### src/rtl/rx_pkg.sv
package rx_pkg;
    localparam int GROUP_MAX = 8;
    localparam int CNT_W     = $clog2(GROUP_MAX);

    typedef enum logic [2:0] {
        RX_IDLE,
        RX_START,
        RX_DATA,
        RX_STOP,
        RX_DONE
    } rx_state_e;
endpackage

### src/rtl/rx_line_sync.sv
module rx_line_sync #(
    parameter int STAGES = 2
) (
    input  logic clk,
    input  logic rst_n,
    input  logic line_in,
    output logic line_out
);
    logic [STAGES-1:0] chain;

    // Reset to 1 so that an idle line shows no false start edge.
    always_ff @(posedge clk or negedge rst_n) begin
        if (!rst_n) chain <= '1;
        else        chain <= {chain[STAGES-2:0], line_in};
    end

    assign line_out = chain[STAGES-1];
endmodule

### src/rtl/rx_bit_timer.sv
module rx_bit_timer #(
    parameter int W = 12
) (
    input  logic         clk,
    input  logic         rst_n,
    input  logic         load,
    input  logic [W-1:0] load_val,
    output logic         tick
);
    logic [W-1:0] cnt;

    always_ff @(posedge clk or negedge rst_n) begin
        if (!rst_n)          cnt <= '0;
        else if (load)       cnt <= load_val;
        else if (cnt != '0)  cnt <= cnt - 1'b1;
    end

    // Fires load_val+1 cycles after a load.
    assign tick = (cnt == '0);
endmodule

### src/rtl/rx_parity_check.sv
module rx_parity_check #(
    parameter int N = 8
) (
    input  logic [N-1:0] group,
    input  logic         par_en,
    input  logic         par_odd,
    output logic         par_err
);
    assign par_err = par_en & ((^group) ^ par_odd);
endmodule

### src/rtl/async_rx.sv
module async_rx
    import rx_pkg::*;
#(
    parameter int DIV_W = 12
) (
    input  logic             clk,
    input  logic             rst_n,
    input  logic             rx_line,
    input  logic             cfg_len8,
    input  logic             cfg_par_en,
    input  logic             cfg_par_odd,
    input  logic             cfg_two_stop,
    input  logic [DIV_W-1:0] cfg_div,
    output logic [7:0]       rx_data,
    output logic             rx_valid,
    output logic             rx_par_err,
    output logic             rx_frm_err
);
    rx_state_e              state, nxt;
    logic                   line_s, line_q, fall;
    logic                   tmr_load, tick;
    logic [DIV_W-1:0]       tmr_val;
    logic [GROUP_MAX-1:0]   shreg, group;
    logic [CNT_W-1:0]       bitcnt, last_bit;
    logic                   stop_idx, frm_seen, par_bad;

    rx_line_sync #(.STAGES(2)) u_sync (
        .clk(clk), .rst_n(rst_n), .line_in(rx_line), .line_out(line_s)
    );

    rx_bit_timer #(.W(DIV_W)) u_timer (
        .clk(clk), .rst_n(rst_n), .load(tmr_load), .load_val(tmr_val), .tick(tick)
    );

    rx_parity_check #(.N(GROUP_MAX)) u_par (
        .group(group), .par_en(cfg_par_en), .par_odd(cfg_par_odd), .par_err(par_bad)
    );

    assign last_bit = cfg_len8 ? CNT_W'(GROUP_MAX - 1) : CNT_W'(GROUP_MAX - 2);
    assign group    = cfg_len8 ? shreg : {1'b0, shreg[GROUP_MAX-1:1]};
    assign fall     = line_q & ~line_s;

    // State register
    always_ff @(posedge clk or negedge rst_n) begin
        if (!rst_n) state <= RX_IDLE;
        else        state <= nxt;
    end

    // Next state and timer control
    always_comb begin
        nxt      = state;
        tmr_load = 1'b0;
        tmr_val  = cfg_div - 1'b1;
        unique case (state)
            RX_IDLE: if (fall) begin
                tmr_load = 1'b1;
                tmr_val  = (cfg_div >> 1) - 1'b1;
                nxt      = RX_START;
            end
            RX_START: if (tick) begin
                if (line_s) nxt = RX_IDLE;
                else begin
                    tmr_load = 1'b1;
                    nxt      = RX_DATA;
                end
            end
            RX_DATA: if (tick) begin
                tmr_load = 1'b1;
                if (bitcnt == last_bit) nxt = RX_STOP;
            end
            RX_STOP: if (tick) begin
                if (cfg_two_stop && !stop_idx) tmr_load = 1'b1;
                else                           nxt      = RX_DONE;
            end
            RX_DONE: nxt = RX_IDLE;
            default: nxt = RX_IDLE;
        endcase
    end

    // Frame datapath
    always_ff @(posedge clk or negedge rst_n) begin
        if (!rst_n) begin
            line_q   <= 1'b1;
            shreg    <= '0;
            bitcnt   <= '0;
            stop_idx <= 1'b0;
            frm_seen <= 1'b0;
        end else begin
            line_q <= line_s;
            if (state == RX_START && tick && !line_s) begin
                bitcnt   <= '0;
                stop_idx <= 1'b0;
                frm_seen <= 1'b0;
            end
            if (state == RX_DATA && tick) begin
                shreg  <= {line_s, shreg[GROUP_MAX-1:1]};
                bitcnt <= bitcnt + 1'b1;
            end
            if (state == RX_STOP && tick) begin
                stop_idx <= 1'b1;
                if (!line_s) frm_seen <= 1'b1;
            end
        end
    end

    // Outputs
    always_ff @(posedge clk or negedge rst_n) begin
        if (!rst_n) begin
            rx_data    <= '0;
            rx_valid   <= 1'b0;
            rx_par_err <= 1'b0;
            rx_frm_err <= 1'b0;
        end else begin
            rx_valid <= (state == RX_DONE);
            if (state == RX_DONE) begin
                rx_data    <= group;
                rx_par_err <= par_bad;
                rx_frm_err <= frm_seen;
            end
        end
    end

    AST_VALID_PULSE: assert property (@(posedge clk) disable iff (!rst_n)
        rx_valid |=> !rx_valid);
    AST_NO_PAR_WHEN_OFF: assert property (@(posedge clk) disable iff (!rst_n)
        (rx_valid && !cfg_par_en) |-> !rx_par_err);
    AST_DATA_HOLD: assert property (@(posedge clk) disable iff (!rst_n)
        !rx_valid |-> ($stable(rx_data) && $stable(rx_par_err) && $stable(rx_frm_err)));
    AST_FRM_WITH_VALID: assert property (@(posedge clk) disable iff (!rst_n)
        $rose(rx_frm_err) |-> rx_valid);
    AST_SEVEN_BIT_MSB: assert property (@(posedge clk) disable iff (!rst_n)
        (rx_valid && !cfg_len8) |-> !rx_data[7]);
endmodule

### config.mk
export PLATFORM = sky130hd
export DESIGN_NAME = async_rx
export DESIGN_NICKNAME = d
export VERILOG_FILES = /design/src/rtl/rx_pkg.sv /design/src/rtl/rx_line_sync.sv /design/src/rtl/rx_bit_timer.sv /design/src/rtl/rx_parity_check.sv /design/src/rtl/async_rx.sv
export SDC_FILE = /design/constraint.sdc
export NUM_CORES = 1
export LEC_CHECK = 0
export BUFFER_PORTS_ARGS = -buffer_cell sky130_fd_sc_hd__buf_4
export CAP_MARGIN = 20
export CORE_ASPECT_RATIO = 0.5
export CORE_MARGIN = 8
export CORE_UTILIZATION = 46
export DETAILED_ROUTE_END_ITERATION = 8
export GPL_ROUTABILITY_DRIVEN = 0
export GPL_TIMING_DRIVEN = 1
export PLACE_DENSITY = 0.74
export SYNTH_ARGS = -nofsm -noshare
export SYNTH_HDL_FRONTEND = slang
export SYNTH_HIERARCHICAL = 1
export SYNTH_SLANG_ARGS = --single-unit
### constraint.sdc
create_clock -name clk -period 5.6 [get_ports clk]
set_clock_uncertainty 0.1 [all_clocks]
set_input_delay 0.56 -clock clk [delete_from_list [all_inputs] [get_ports clk]]
set_output_delay 0.56 -clock clk [all_outputs]
set_load 0.05 [all_outputs]
== Word level (Yosys, flattened, before mapping) ==
Cells that the tools add are included.
Cells by class
  $add $sub $neg: 4
  equality and inequality tests: 11
  muxes and demuxes: 28
  bitwise gates (word level): 4
  reductions and logical operators: 15
Operator list (number)
  $mux W12: 4
  $mux W3: 8
  $sub A12 B1 Y12 const B: 2
  $logic_not A12 Y1: 1
  $mux W1: 12
  $ne A2 B2 Y1 const B: 6
  $pmux W3 S4: 1
  $reduce_bool A12 Y1: 1
  $sub A11 B1 Y12 const B: 1
  $mux W8: 1
  $reduce_xor A8 Y1: 1
  $eq A3 B2 Y1 const B: 2
  $reduce_and A6 Y1: 1
  $reduce_bool A2 Y1: 3
  $logic_and A1 B1 Y1: 5
  $pmux W1 S4: 1
  $add A3 B1 Y3 const B: 1
  $eq A3 B1 Y1 const B: 1
  $eq A3 B3 Y1: 1
  $eq A3 B3 Y1 const B: 1
  $logic_not A3 Y1: 1
  $and A1 B1 Y1: 2
  $logic_not A1 Y1: 2
  $mux W2: 1
  other kinds (2): 2
Storage, ports and cells
  flip-flop bits (word level): 42
  bits of input ports: 19
  output and inout bits: 11
  word-level logic and storage cells: 74

== Longest topological paths before layout ==
  depth in word-level cells: 6
  depth in mapped cells: 11
  gate-level depth less buffers: 10

== Cells and area by module ==
The synthesis kept the hierarchy.
By module, submodules not included
  async_rx: instances 1, cells an instance 198, area an instance 1895.6 um^2, sequential area each 701.9 um^2
  rx_bit_timer: instances 1, cells an instance 72, area an instance 730.7 um^2, sequential area each 300.3 um^2
  rx_parity_check: instances 1, cells an instance 9, area an instance 95.1 um^2, sequential area each 0.0 um^2
  rx_line_sync: instances 1, cells an instance 2, area an instance 52.6 um^2, sequential area each 52.6 um^2

== Least setup slack after synthesis ==
OpenSTA, ideal clock, no wires.
  path kind: register to register
  start point: register u_timer.cnt[0]
  end point: register shreg[1]
  setup time: 0.125 ns
  arrival time: 2.340 ns
  data required time: 5.375 ns
  setup slack: 3.036 ns
  cell stages (with the launch flop): 9
  path buffers: 1
  clock period less this slack: 2.564 ns
  path through: dfrtp_1 inv_1 ha_1 nor4b_2 nand3_1 inv_2 nor4bb_1 clkbuf_1 mux2_2
On the way
  word-level cells in the longest chain between the ends: 2
Ends and longest elaborated chain
  from (decl): RTL line rx_bit_timer.sv:10  | logic [W-1:0] cnt;
  from (signal assigned): RTL line rx_bit_timer.sv:14  | else if (load) cnt <= load_val;
  from (signal assigned): RTL line rx_bit_timer.sv:15  | else if (cnt != '0) cnt <= cnt - 1'b1;
  $logic_not A12 Y1: RTL line rx_bit_timer.sv:19  | assign tick = (cnt == '0);
  net tick: RTL line async_rx.sv:21  | logic tmr_load, tick;
  $logic_and A1 B1 Y1: RTL line async_rx.sv:95  | if (state == RX_DATA && tick) begin
  to (signal assigned): RTL line async_rx.sv:96  | shreg <= {line_s, shreg[GROUP_MAX-1:1]};
  to (decl): RTL line async_rx.sv:23  | logic [GROUP_MAX-1:0] shreg, group;
The timed path passes the listed nets, and every way through them passes these cells.
A chain may end at the register's enable or synchronous reset.

== Worst setup path in the final report ==
  start point: register u_timer.cnt[0]
  end point: register shreg[5]
Same word-level chain as after synthesis.

==> run metrics <==
Max IR drop VDD=121 µV; met3 usage=0.0367; number of global-route vias before repair=about 2300; routed via count=about 2300; routed vias/inst=between 5 and 6; core area=roughly 0.0060 mm²; die height=a little over 70 µm; drt pass-1 iters=4; status=complete, no violations; final critical path time including I/O delays and setup=~2700 ps; setup ws final=around 2900 ps; synth-to-layout area growth=15.9%; maximum clock path buffer count=2; required time worst endpoint=between 5000 and 6000 ps; Post-synth ARST share=1.00; routed length per instance=between 15 and 20 µm; Avg Cell Area, Syn=about 10 µm²; total global-route track usage=0.144; post-CTS setup buffers=0; die area=roughly 0.0089 mm²; GRT met1 Usage=0.172; Tightest Hold Check Type=in2async; Placed Area=0.00304 mm²; Synth Instances=281; # rows=20; Fin Setup TNS=0 ps; highest fanout seen on the critical path=11; Starting Density=0.466; final net count=between 300 and 400; Clock transition at path regs=60 ps; DR iter-0 viols=~150; worst skew pair latency=around 280 ps; Post-CTS Resized=0; drc violations=0; ANT nets after route=0; TritonCTS clock tree=built; Leakage Power=approximately 1.4 nW; Port Buffers=29; Yosys top cell area share=0.352; final hold vios=0; Critical-path top delay cell=dfrtp_1; unique cell type count in the Yosys netlist=65; max-cap viol count=0; # IOs=30; TritonCTS Buffers=5; EDFF count, synth=0; cells along the critical path=inv_1 -> ha_1 -> nor4b_2 -> nand3_1 -> inv_2 -> nor4bb_2 -> clkbuf_4 -> mux2_2; Post-CTS Hold Buffers=0; crit-path max cell delay=400 ps; routing usage on met2=0.251; share of cells above drive strength 1=0.272; Seq/Total Area, Yosys=0.380; Setup CP Type=reg2reg; Pwr Density=315 mW/mm²; global route overflow=0; critical path arrival=around 2800 ps; RSZ-0062 raised after global routing=false; global-route wire length before repair=between 10 and 15 mm; # diodes=0; Tot Pwr=1.01 mW; htree depth=2; endpoint class of the critical path=flip-flop; Place WS=approximately 2500 ps; Max Freq=between 300 and 400 MHz; Syn Std Cell Area=between 0.002 and 0.003 mm²; Least-Margin Pin Slew=around 670 ps; total clock sinks=42; register bit count reported by yosys=42; Slew HR=0.552; DP HPWL=4.60 mm; YS warnings=6; Root Buffer=clkbuf_16; Final Max Slew Viols=0; top cell type by total area after synthesis=dfrtp_1; Final setup viols=0; GRT busiest layer=met2; syn nets=around 310; chip width=between 100 and 150 µm; most common cell after layout, fill and taps aside=dfrtp_1; Synth Flop Type=dfrtp_1; startpoint types=flip-flop; most frequent cells in the layout=39 x dfrtp_1, 31 x buf_4, 27 x mux2_2, 17 x a21oi_1, 16 x nand2_1; synth top area cells=dfrtp_1 35%, mux2_2 11%, a21oi_1 3.1%, dfstp_2 2.8%, ha_1 2.7%; pin count of the biggest net entering global routing=43; Final Cell Area=roughly 0.0032 mm²; initial antenna violation count=0; final worst-path cycle share=0.491; DRT Wirelength=around 6.2 mm
==> layout make-up <==
type                    count  area, µm²
repair buffers             32        240
clock buffers               5        125
clock inverters             3       43.8
multi-input cells         209       1600
well taps                  77       96.3
fillers                   534       2740
flip-flops and latches     42       1050
inverters                  14       52.6
==> metrics by stage <==
| step | hold slack [ps] | std cells | utilization |
|---|---|---|---|
| 5_1_grt | 194 | 382 | 0.540 |
| 2_1_floorplan | 164 | 281 | - |
| 3_3_place_gp | 246 | 373 | 0.510 |
| 3_5_place_dp | 247 | 373 | 0.510 |
| 4_1_cts | 176 | 381 | 0.538 |
| 6_report | 144 | 382 | 0.540 |
==> routing by layer <==
layer / share of wire / vias to the layer above
met5: 0 / -
met3: 0.042 / 6
met4: 0.014 / 0
li1: - / 1098
met1: 0.44 / 1113
met2: 0.50 / 57
==> power by group <==
part,internal (mW),leakage (nW),switching [mW]
clock,0.211,0.0842,0.118
combinational,0.133,0.800,0.125
sequential,0.358,0.549,0.0675
==> cell usage after synthesis, types with 2 or more instances <==
| cell | number |
|---|---|
| a211oi_1 | 2 |
| a21boi_0 | 3 |
| a21o_1 | 2 |
| a21oi_1 | 17 |
| a221o_1 | 2 |
| a22o_1 | 3 |
| a311oi_1 | 2 |
| a31o_2 | 2 |
| a31oi_1 | 3 |
| and3_1 | 2 |
| buf_2 | 3 |
| clkbuf_1 | 11 |
| dfrtp_1 | 39 |
| dfstp_2 | 3 |
| ha_1 | 6 |
| inv_1 | 13 |
| mux2_2 | 27 |
| mux2i_1 | 5 |
| nand2_1 | 16 |
| nand2b_1 | 5 |
| nand3_1 | 3 |
| nor2_1 | 14 |
| nor2b_1 | 4 |
| nor3_1 | 10 |
| nor3b_1 | 2 |
| nor4_1 | 5 |
| nor4_2 | 2 |
| o211ai_1 | 2 |
| o21ai_0 | 9 |
| o21ai_1 | 3 |
| o22ai_1 | 6 |
| o2bb2ai_1 | 2 |
| o31a_1 | 3 |
| o31ai_1 | 2 |
| o41ai_1 | 2 |
| or2_1 | 2 |
| or3_1 | 4 |
| or4_1 | 3 |
| or4b_1 | 2 |
| xnor2_1 | 7 |
| xnor3_1 | 2 |
| xor2_1 | 3 |
==> sequential cells by signal (all words and copies together) (netlist names) <==
signal,flops
state,3
u_timer/cnt,12
rx_frm_err,1
frm_seen,1
rx_data,8
shreg,8
u_sync/chain,2
rx_valid,1
line_q,1
stop_idx,1
rx_par_err,1
bitcnt,3
==> cell families after synthesis <==
group           synth area share
fa+ha+maj                 0.0271
buf+inv                   0.0447
mux                        0.128
flops                      0.380
simple gates               0.189
xor+xnor                  0.0478
compound gates             0.184
==> worst paths after layout <==
| kind | slack (ps) | cells after the start | startpoint | end |
|---|---|---|---|---|
| setup / recovery | 2850 | 8 | u_timer/cnt[0]$_DFFE_PN0P_ | shreg[5]$_DFFE_PN0P_ |
| hold / removal | 140 | 1 | rst_n | bitcnt[1]$_DFFE_PN0P_ |
| setup reg to reg | 2850 | 8 | u_timer/cnt[0]$_DFFE_PN0P_ | shreg[5]$_DFFE_PN0P_ |
| hold reg to reg | 260 | 0 | u_sync/chain[0]$_DFF_PN1_ | u_sync/chain[1]$_DFF_PN1_ |
| max in group asynchronous | 4880 | 1 | rst_n | u_timer/cnt[11]$_DFFE_PN0P_ |
| min in group clk | 260 | 0 | u_sync/chain[0]$_DFF_PN1_ | u_sync/chain[1]$_DFF_PN1_ |
==> critical path, delay by kind of cell (launching register included) <==
| family | cells | cell delay (ps) |
|---|---|---|
| mux | 1 | 350 |
| buf+inv | 3 | 660 |
| simple gates | 3 | 970 |
| flops | 1 | 400 |
| fa+ha+maj | 1 | 160 |
(Power assumes the default switching activity.)
